### src/rtl/adc_scan_pkg.sv
package adc_scan_pkg;
   typedef enum logic [1:0] {
      SQ_IDLE   = 2'd0,
      SQ_SETTLE = 2'd1,
      SQ_CONV   = 2'd2
   } seq_state_t;
endpackage

### src/rtl/adc_scan_timer.sv
// Shared down-counter for the settling and the conversion-timeout windows.
module adc_scan_timer #(
   parameter int CNT_W = 8
) (
   input  logic             clk,
   input  logic             rst,
   input  logic             load,
   input  logic [CNT_W-1:0] load_val,
   input  logic             run,
   output logic             expired
);
   logic [CNT_W-1:0] cnt_q;

   always_ff @(posedge clk) begin
      if (rst)
         cnt_q <= '0;
      else if (load)
         cnt_q <= load_val;
      else if (run && cnt_q != '0)
         cnt_q <= cnt_q - 1'b1;
   end

   assign expired = (cnt_q == '0);


   counter_no_wrap_chk: assert property (@(posedge clk) disable iff (rst)
      (!$past(rst) && !$past(load) && $past(cnt_q) == '0) |-> cnt_q == '0);
endmodule

### src/rtl/adc_scan_chan_ctr.sv
// Channel index register with wrap-around.
module adc_scan_chan_ctr #(
   parameter int NUM_CH = 3,
   parameter int CH_W   = 2
) (
   input  logic            clk,
   input  logic            rst,
   input  logic            clear,
   input  logic            step,
   output logic [CH_W-1:0] chan,
   output logic            last
);
   localparam logic [CH_W-1:0] LAST_CH = CH_W'(NUM_CH - 1);
   localparam bit POW2 = ((1 << CH_W) == NUM_CH);

   logic [CH_W-1:0] chan_q;
   logic [CH_W-1:0] chan_nxt;

   assign last = (chan_q == LAST_CH);

   generate
      if (POW2) begin : g_natural_wrap
         assign chan_nxt = chan_q + 1'b1;
      end else begin : g_compare_wrap
         assign chan_nxt = last ? '0 : chan_q + 1'b1;
      end
   endgenerate

   always_ff @(posedge clk) begin
      if (rst || clear)
         chan_q <= '0;
      else if (step)
         chan_q <= chan_nxt;
   end

   assign chan = chan_q;


   chan_range_chk: assert property (@(posedge clk) disable iff (rst)
      chan_q <= LAST_CH);
endmodule

### src/rtl/adc_scan_capture.sv
// Result register: data plus channel tag, with a one-cycle valid strobe.
module adc_scan_capture #(
   parameter int DATA_W = 12,
   parameter int CH_W   = 2
) (
   input  logic              clk,
   input  logic              rst,
   input  logic              take,
   input  logic [DATA_W-1:0] data_in,
   input  logic [CH_W-1:0]   chan_in,
   output logic              valid,
   output logic [DATA_W-1:0] data,
   output logic [CH_W-1:0]   chan
);
   always_ff @(posedge clk) begin
      if (rst) begin
         valid <= 1'b0;
         data  <= '0;
         chan  <= '0;
      end else begin
         valid <= take;
         if (take) begin
            data <= data_in;
            chan <= chan_in;
         end
      end
   end


   valid_single_chk: assert property (@(posedge clk) disable iff (rst)
      valid |=> (!valid || $past(take)));
endmodule

### src/rtl/adc_scan_seq.sv
module adc_scan_seq #(
   parameter int NUM_CH      = 3,
   parameter int DATA_W      = 12,
   parameter int SETTLE_CYC  = 200,
   parameter int TIMEOUT_CYC = 1000,
   localparam int CH_W       = (NUM_CH > 1) ? $clog2(NUM_CH) : 1
) (
   input  logic              clk,
   input  logic              rst,
   input  logic              sample_req,
   input  logic              eoc,
   input  logic [DATA_W-1:0] adc_data,
   output logic [CH_W-1:0]   mux_sel,
   output logic              soc,
   output logic              busy,
   output logic              res_valid,
   output logic [DATA_W-1:0] res_data,
   output logic [CH_W-1:0]   res_chan,
   output logic              overrun,
   output logic              timeout
);
   import adc_scan_pkg::*;

   localparam int MAX_CYC = (SETTLE_CYC > TIMEOUT_CYC) ? SETTLE_CYC : TIMEOUT_CYC;
   localparam int CNT_W   = $clog2(MAX_CYC + 1);
   localparam logic [CNT_W-1:0] SETTLE_LOAD = CNT_W'(SETTLE_CYC - 1);
   localparam logic [CNT_W-1:0] TMO_LOAD    = CNT_W'(TIMEOUT_CYC - 1);
   localparam logic [CH_W-1:0]  LAST_CH     = CH_W'(NUM_CH - 1);

   generate
      if (NUM_CH < 2) begin : g_bad_ch
         $error("adc_scan_seq: NUM_CH must be at least 2");
      end
      if (SETTLE_CYC < 1) begin : g_bad_settle
         $error("adc_scan_seq: SETTLE_CYC must be at least 1");
      end
      if (TIMEOUT_CYC < 1) begin : g_bad_tmo
         $error("adc_scan_seq: TIMEOUT_CYC must be at least 1");
      end
      if (DATA_W < 1) begin : g_bad_data
         $error("adc_scan_seq: DATA_W must be at least 1");
      end
   endgenerate

   seq_state_t state_q;
   logic       soc_q;
   logic       ovr_q;
   logic       tmo_q;

   logic       expired;
   logic       last_ch;
   logic       accept;
   logic       settle_done;
   logic       eoc_hit;
   logic       tmo_hit;
   logic       tmr_load;
   logic       tmr_run;
   logic [CNT_W-1:0] tmr_val;

   assign accept      = (state_q == SQ_IDLE) && sample_req;
   assign settle_done = (state_q == SQ_SETTLE) && expired;
   assign eoc_hit     = (state_q == SQ_CONV) && eoc;
   assign tmo_hit     = (state_q == SQ_CONV) && !eoc && expired;

   assign tmr_load = accept || settle_done || (eoc_hit && !last_ch);
   assign tmr_val  = settle_done ? TMO_LOAD : SETTLE_LOAD;
   assign tmr_run  = (state_q != SQ_IDLE) && !tmr_load;

   adc_scan_timer #(.CNT_W(CNT_W)) timer_i (
      .clk      (clk),
      .rst      (rst),
      .load     (tmr_load),
      .load_val (tmr_val),
      .run      (tmr_run),
      .expired  (expired)
   );

   adc_scan_chan_ctr #(.NUM_CH(NUM_CH), .CH_W(CH_W)) chan_i (
      .clk   (clk),
      .rst   (rst),
      .clear (tmo_hit),
      .step  (eoc_hit),
      .chan  (mux_sel),
      .last  (last_ch)
   );

   adc_scan_capture #(.DATA_W(DATA_W), .CH_W(CH_W)) cap_i (
      .clk     (clk),
      .rst     (rst),
      .take    (eoc_hit),
      .data_in (adc_data),
      .chan_in (mux_sel),
      .valid   (res_valid),
      .data    (res_data),
      .chan    (res_chan)
   );

   always_ff @(posedge clk) begin
      if (rst) begin
         state_q <= SQ_IDLE;
         soc_q   <= 1'b0;
         ovr_q   <= 1'b0;
         tmo_q   <= 1'b0;
      end else begin
         soc_q <= settle_done;
         if (sample_req && state_q != SQ_IDLE)
            ovr_q <= 1'b1;
         if (tmo_hit)
            tmo_q <= 1'b1;
         unique case (state_q)
            SQ_IDLE:   if (accept) state_q <= SQ_SETTLE;
            SQ_SETTLE: if (expired) state_q <= SQ_CONV;
            SQ_CONV: begin
               if (eoc)
                  state_q <= last_ch ? SQ_IDLE : SQ_SETTLE;
               else if (expired)
                  state_q <= SQ_IDLE;
            end
            default:   state_q <= SQ_IDLE;
         endcase
      end
   end

   assign soc     = soc_q;
   assign busy    = (state_q != SQ_IDLE);
   assign overrun = ovr_q;
   assign timeout = tmo_q;


   soc_one_cycle_chk: assert property (@(posedge clk) disable iff (rst)
      soc |=> !soc);


   settle_mux_stable_chk: assert property (@(posedge clk) disable iff (rst)
      (!$past(rst) && state_q == SQ_SETTLE && $past(state_q) == SQ_SETTLE) |-> $stable(mux_sel));


   eoc_advance_chk: assert property (@(posedge clk) disable iff (rst)
      (!$past(rst) && $past(state_q) == SQ_CONV && $past(eoc)) |->
         mux_sel == (($past(mux_sel) == LAST_CH) ? '0 : $past(mux_sel) + 1'b1));


   result_follows_eoc_chk: assert property (@(posedge clk) disable iff (rst)
      (!$past(rst) && res_valid) |-> $past(eoc));


   overrun_sticky_chk: assert property (@(posedge clk) disable iff (rst)
      (!$past(rst) && $past(overrun)) |-> overrun);


   timeout_idle_chk: assert property (@(posedge clk) disable iff (rst)
      (!$past(rst) && $rose(timeout)) |-> (mux_sel == '0 && !busy));
endmodule

### config.mk
export PLATFORM = sky130hd
export DESIGN_NAME = adc_scan_seq
export DESIGN_NICKNAME = d
export VERILOG_FILES = /design/src/rtl/adc_scan_pkg.sv /design/src/rtl/adc_scan_timer.sv /design/src/rtl/adc_scan_chan_ctr.sv /design/src/rtl/adc_scan_capture.sv /design/src/rtl/adc_scan_seq.sv
export SDC_FILE = /design/constraint.sdc
export NUM_CORES = 1
export LEC_CHECK = 0
export BUFFER_PORTS_ARGS = -buffer_cell sky130_fd_sc_hd__buf_2
export CAP_MARGIN = 25
export CORE_ASPECT_RATIO = 0.6
export CORE_MARGIN = 2
export CORE_UTILIZATION = 30
export CTS_BUF_LIST = sky130_fd_sc_hd__clkbuf_16
export CTS_CLUSTER_SIZE = 25
export DETAILED_ROUTE_END_ITERATION = 8
export GPL_ROUTABILITY_DRIVEN = 0
export HOLD_SLACK_MARGIN = 0.06
export RECOVER_POWER = 100
export SYNTH_ARGS = -nofsm -noshare
export SYNTH_HDL_FRONTEND = slang
export SYNTH_SLANG_ARGS = --single-unit
### constraint.sdc
create_clock -name clk -period 4.1 [get_ports clk]
set_clock_uncertainty 0.1 [all_clocks]
set_input_delay 1.23 -clock clk [delete_from_list [all_inputs] [get_ports clk]]
set_output_delay 1.23 -clock clk [all_outputs]
set_load 0.02 [all_outputs]
Word level (Yosys, flattened, before mapping)
Cells that the tools add are included.
{"block": "word_totals", "out_inout_bits": 21, "ff_bits": 32, "inputBits": 16}
{"block": "op_classes", "reduce_logical": 21, "n_mux": 10, "n_eq_ne": 6, "add_sub_neg": 2}
{"cell": "$mux 10", "count": 3}
{"cell": "$logic_not 10->1", "count": 1}
{"cell": "$mux 2", "count": 5}
{"cell": "$reduce_bool 10->1", "count": 1}
{"cell": "$sub 10x1->10 const B", "count": 1}
{"cell": "$logic_and 1x1->1", "count": 9}
{"cell": "$pmux 2 s3", "count": 1}
{"cell": "$eq 2x2->1 const B", "count": 2}
{"cell": "$ne 2x2->1 const B", "count": 2}
{"cell": "$reduce_bool 2->1", "count": 2}
{"cell": "$logic_not 1->1", "count": 3}
{"cell": "$logic_or 1x1->1", "count": 3}
{"cell": "$ne 3x3->1 const B", "count": 1}
{"cell": "$reduce_and 3->1", "count": 1}
{"cell": "$add 2x1->2 const B", "count": 1}
{"cell": "$eq 2x1->1 const B", "count": 1}
{"cell": "$logic_not 2->1", "count": 1}
{"cell": "$mux 1", "count": 1}

Longest topological paths before layout
{"block": "logic_depth", "depth_word": 9, "depth_mapped": 8, "mapped_depth_nobuf": 7}

Hierarchy
Synthesis repeated with hierarchy kept, for this count alone.
{"block": "hier_totals", "hier_cells": 158, "area_unflattened_um2": 1490.2}
{"module": "adc_scan_timer", "seq_area_each_um2": 200.2, "cells_each": 72, "area_per_inst_um2": 626.9, "instances": 1}
{"module": "adc_scan_capture", "seq_area_each_um2": 300.3, "cells_each": 47, "area_per_inst_um2": 535.5, "instances": 1}
{"module": "adc_scan_seq", "seq_area_each_um2": 100.1, "cells_each": 30, "area_per_inst_um2": 232.7, "instances": 1}
{"module": "adc_scan_chan_ctr", "seq_area_each_um2": 40.0, "cells_each": 9, "area_per_inst_um2": 95.1, "instances": 1}

Worst setup path after synthesis
OpenSTA, ideal clock, no wires.
{"block": "synth_path", "path_type": "input-to-reg", "start": "in eoc", "end": "reg timer_i.cnt_q[5]", "path_slack_ns": 1.844, "setup_ns": 0.112, "arrival_time_ns": 2.043, "path_stages": 4, "cell_sequence": "and2_1 -> clkbuf_1 -> a221o_1 -> a2111oi_1"}
{"block": "synth_via", "elab_chain_len": 7, "word_cells_on_any_way": 8}
{"item": "start: declaration", "line": "adc_scan_seq.sv:11", "source": "input logic eoc,"}
{"item": "$logic_and 1x1->1 (*)", "line": "adc_scan_seq.sv:62", "source": "assign eoc_hit = (state_q == SQ_CONV) && eoc;"}
{"item": "$logic_and 1x1->1 (*)", "line": "adc_scan_seq.sv:65", "source": "assign tmr_load = accept || settle_done || (eoc_hit && !last_ch);"}
{"item": "$logic_or 1x1->1 (*)", "line": "adc_scan_seq.sv:65"}
{"item": "$logic_not 1->1", "line": "adc_scan_seq.sv:67", "source": "assign tmr_run = (state_q != SQ_IDLE) && !tmr_load;"}
{"item": "$logic_and 1x1->1", "line": "adc_scan_seq.sv:67"}
{"item": "$logic_and 1x1->1", "line": "adc_scan_timer.sv:19", "source": "else if (run && cnt_q != '0)"}
{"item": "$reduce_bool 2->1 (no source line)"}
{"item": "end signal: assignment", "line": "adc_scan_timer.sv:18", "source": "cnt_q <= load_val;"}
{"item": "end signal: assignment", "line": "adc_scan_timer.sv:20", "source": "cnt_q <= cnt_q - 1'b1;"}
{"item": "end: declaration", "line": "adc_scan_timer.sv:12", "source": "logic [CNT_W-1:0] cnt_q;"}
Mark *: on every way between the ends. The rest lies on a longest branch, timed or not.
A chain may end at the register's enable or synchronous reset.

Final worst setup path
{"block": "layout_path", "start": "reg state_q[1]", "end": "out busy"}
{"block": "layout_via", "elab_chain_len": 1}
{"item": "start: declaration", "line": "adc_scan_seq.sv:45", "source": "seq_state_t state_q;"}
{"item": "start signal: assignment", "line": "adc_scan_seq.sv:115", "source": "state_q <= last_ch ? SQ_IDLE : SQ_SETTLE;"}
{"item": "$reduce_bool 2->1", "line": "adc_scan_seq.sv:125", "source": "assign busy = (state_q != SQ_IDLE);"}
{"item": "end: declaration", "line": "adc_scan_seq.sv:15", "source": "output logic busy,"}
Every way passes these cells.

==> impl_metrics.json <==
{
  "clockRootBuffer": "clkbuf_16",
  "worstPathMaxFanout": 7,
  "port-buffer-count": 36,
  "ys_seq_area_frac": 0.483,
  "core-area_um2": 4170,
  "fmax_mhz": 361,
  "slowest_stage": "nor2_1",
  "viasPerCell": 4.55,
  "cts_resized": 0,
  "syn_area_per_cell_um2": 8.13,
  "drv_slew": 0,
  "die_w_um": 89.8,
  "worst_pin_slew_ps": 1330,
  "swShare": 0.259,
  "totalWireLength_um": 3120,
  "num-fill-cells": 456,
  "cts_tree": "built",
  "final_nets": 216,
  "synthCells": 163,
  "rows": 18,
  "postRouteAntennaNets": 0,
  "htree_num_levels": 2,
  "area_growth_pct": 27.2,
  "postCtsSetupBuffers": 0,
  "hpwl_um": 2070,
  "required_ps": 2770,
  "powerDensity_nw_per_um2": 536,
  "switchingPower_mw": 0.234,
  "cts-buffers-inserted": 5,
  "start_kind": "flip-flop",
  "grt_antenna_before_repair": 0,
  "final-setup-viol-count": 0,
  "slowest_delay_ps": 400,
  "wl_per_cell_um": 12.0,
  "cp_cell_sequence": "nor2_1, inv_1, buf_2",
  "insertion_delay_ps": 270,
  "dr.pass1.iters": 4,
  "placedCellCount": 252,
  "crit_family": "buffers and inverters",
  "io_pins": 37,
  "layout_common_cells": "nand2_1, dfxtp_1, a21oi_1",
  "grt_setup_unrepaired": "false",
  "fin_crit_ps": 2770,
  "grt_pass1_wl_um": 5000,
  "setup-tns-final_ps": 0,
  "start_util": 0.318,
  "finalNonFillerCells": 260,
  "hold_path.class": "reg2reg",
  "path_buf_inv": 2,
  "criticalPathCategory": "reg2out",
  "synth_fp_nets": 180,
  "ff2ff_setup_slack_ps": 2010,
  "hold_viol": 0,
  "internal-power_mw": 0.670,
  "vdd_ir_drop_max_mv": 0.218,
  "cts_sinks": 32,
  "ys_ff_latch": 32,
  "hold_buffers": 0,
  "clock_power_share": 0.452,
  "synthesis.area_um2": 1330,
  "drt_iter0_drc": 46,
  "slew_headroom": 0.114,
  "grt_usage": 0.128,
  "grt_remaining_overflow": 0,
  "status": "finished, final reports clean",
  "grt_start_max_net_pins": 31,
  "dieArea_um2": 4980,
  "n_antenna_cell": 0,
  "leakage_nw": 0.634,
  "layout.cells.most_common": "nand2_1",
  "first_global_vias": 1035,
  "drv_cap": 0,
  "cp_data_arrival_time_ps": 1440,
  "yosysWarnings": 0,
  "pwr-share-comb": 0.159,
  "cp-end-kind": "output pin",
  "route.detailed.drc": 0,
  "synth_cell_type_count": 33,
  "drive_above_1_share": 0.125,
  "routed-via-count": 1184,
  "cts_buffer_depth": 2,
  "path_clk_slew_ps": 50,
  "fin_crit_sh": 0.675,
  "seqPwrFrac": 0.389,
  "dieHeight_um": 55.5
}
final timing paths:
path / startpoint / to / cells past startpoint
setup reg to reg: timer_i.cnt_q[0] / timer_i.cnt_q[3] / 6
hold / removal: cap_i.data[11] / cap_i.data[11] / 2
hold reg to reg: cap_i.data[11] / cap_i.data[11] / 2
setup / recovery: state_q[1] / busy / 3
power groups by stage:
stage | Clock [mW] | Sequential (mW) | Combinational, mW
6_report | 0.409 | 0.351 | 0.144
5_1_grt | 0.437 | 0.353 | 0.161
4_1_cts | 0.422 | 0.351 | 0.145
3_5_place_dp | 0 | 0.357 | 0.143
3_3_place_gp | 0 | 0.358 | 0.146
2_1_floorplan | 0 | 0.358 | 0.108
synthesized netlist by cell type:
cell	n	area, um^2
a2111oi_1	2	20.0
a21oi_1	28	140
a221o_1	1	10.0
a22oi_1	1	7.51
a31oi_1	1	6.26
and2_1	2	12.5
and2_4	1	8.76
and3_1	1	6.26
and3b_1	1	8.76
buf_4	1	7.51
clkbuf_1	6	22.5
dfxtp_1	32	641
ha_1	1	12.5
inv_1	2	7.51
inv_2	1	3.75
nand2_1	36	135
nand2b_1	2	12.5
nand3_1	5	25.0
nor2_1	14	52.6
nor2b_1	4	25.0
nor3_1	5	25.0
nor3_2	1	10.0
nor3b_1	1	7.51
nor4_4	1	21.3
o2111ai_1	1	8.76
o211a_1	1	10.0
o21a_1	1	7.51
o21ai_0	1	5.00
o21ai_1	2	10.0
o31ai_1	1	7.51
o41ai_1	1	8.76
or3_1	2	12.5
xnor2_1	3	26.3
state kept, by name (all words and copies together) (netlist names):
name,count
cap_i.data,12
timer_i.cnt_q,10
cap_i.chan,2
chan_i.chan,2
state_q,2
cap_i.valid,1
overrun,1
soc,1
timeout,1
per-stage QoR:
step	instance area [um^2]	worst slack, ps	power (mW)	utilization	hold slack, ps
finish	1690	1330	0.904	0.405	352
global route	1690	1190	0.950	0.405	369
CTS	1710	1400	0.917	0.411	352
detailed placement	1550	1540	0.501	0.372	345
global placement	1550	1550	0.503	0.372	344
floorplan	1330	1840	0.466	-	363
layout make-up:
type / count / area (um^2) / share of cell area
Clock inverter: 3 / 38.8 / 0.0230
Multi-Input combinational cell: 121 / 641 / 0.380
Sequential cell: 32 / 641 / 0.380
Inverter: 3 / 11.3 / 0.00668
Timing Repair Buffer: 36 / 154 / 0.0913
Clock buffer: 5 / 125 / 0.0742
Tap cell: 60 / 75.1 / 0.0445
layer usage:
metal,wire length [um],global-route usage,share of wire
met1,1720,0.185,0.55
met2,1160,0.169,0.37
met3,210,0.0600,0.067
met4,21,0.0330,0.0067
met5,0,0,0
worst reg2reg max path: cells and delay by family (launching register included):
family	cells	cell delay (ps)
buf+inv	1	60
simple gates	3	850
compound gates	1	350
flops	1	360
fa+ha+maj	1	250
kinds of logic (layout without fill, tap and decap cells):
| kind of cell | Yosys count | in the layout | synth area share |
|---|---|---|---|
| buf+inv | 10 | 47 | 0.0312 |
| flops | 32 | 32 | 0.483 |
| simple gates | 76 | 76 | 0.274 |
| compound gates | 41 | 41 | 0.182 |
| xor+xnor | 3 | 3 | 0.0198 |
| fa+ha+maj | 1 | 1 | 0.00944 |
(Power assumes the default switching activity.)
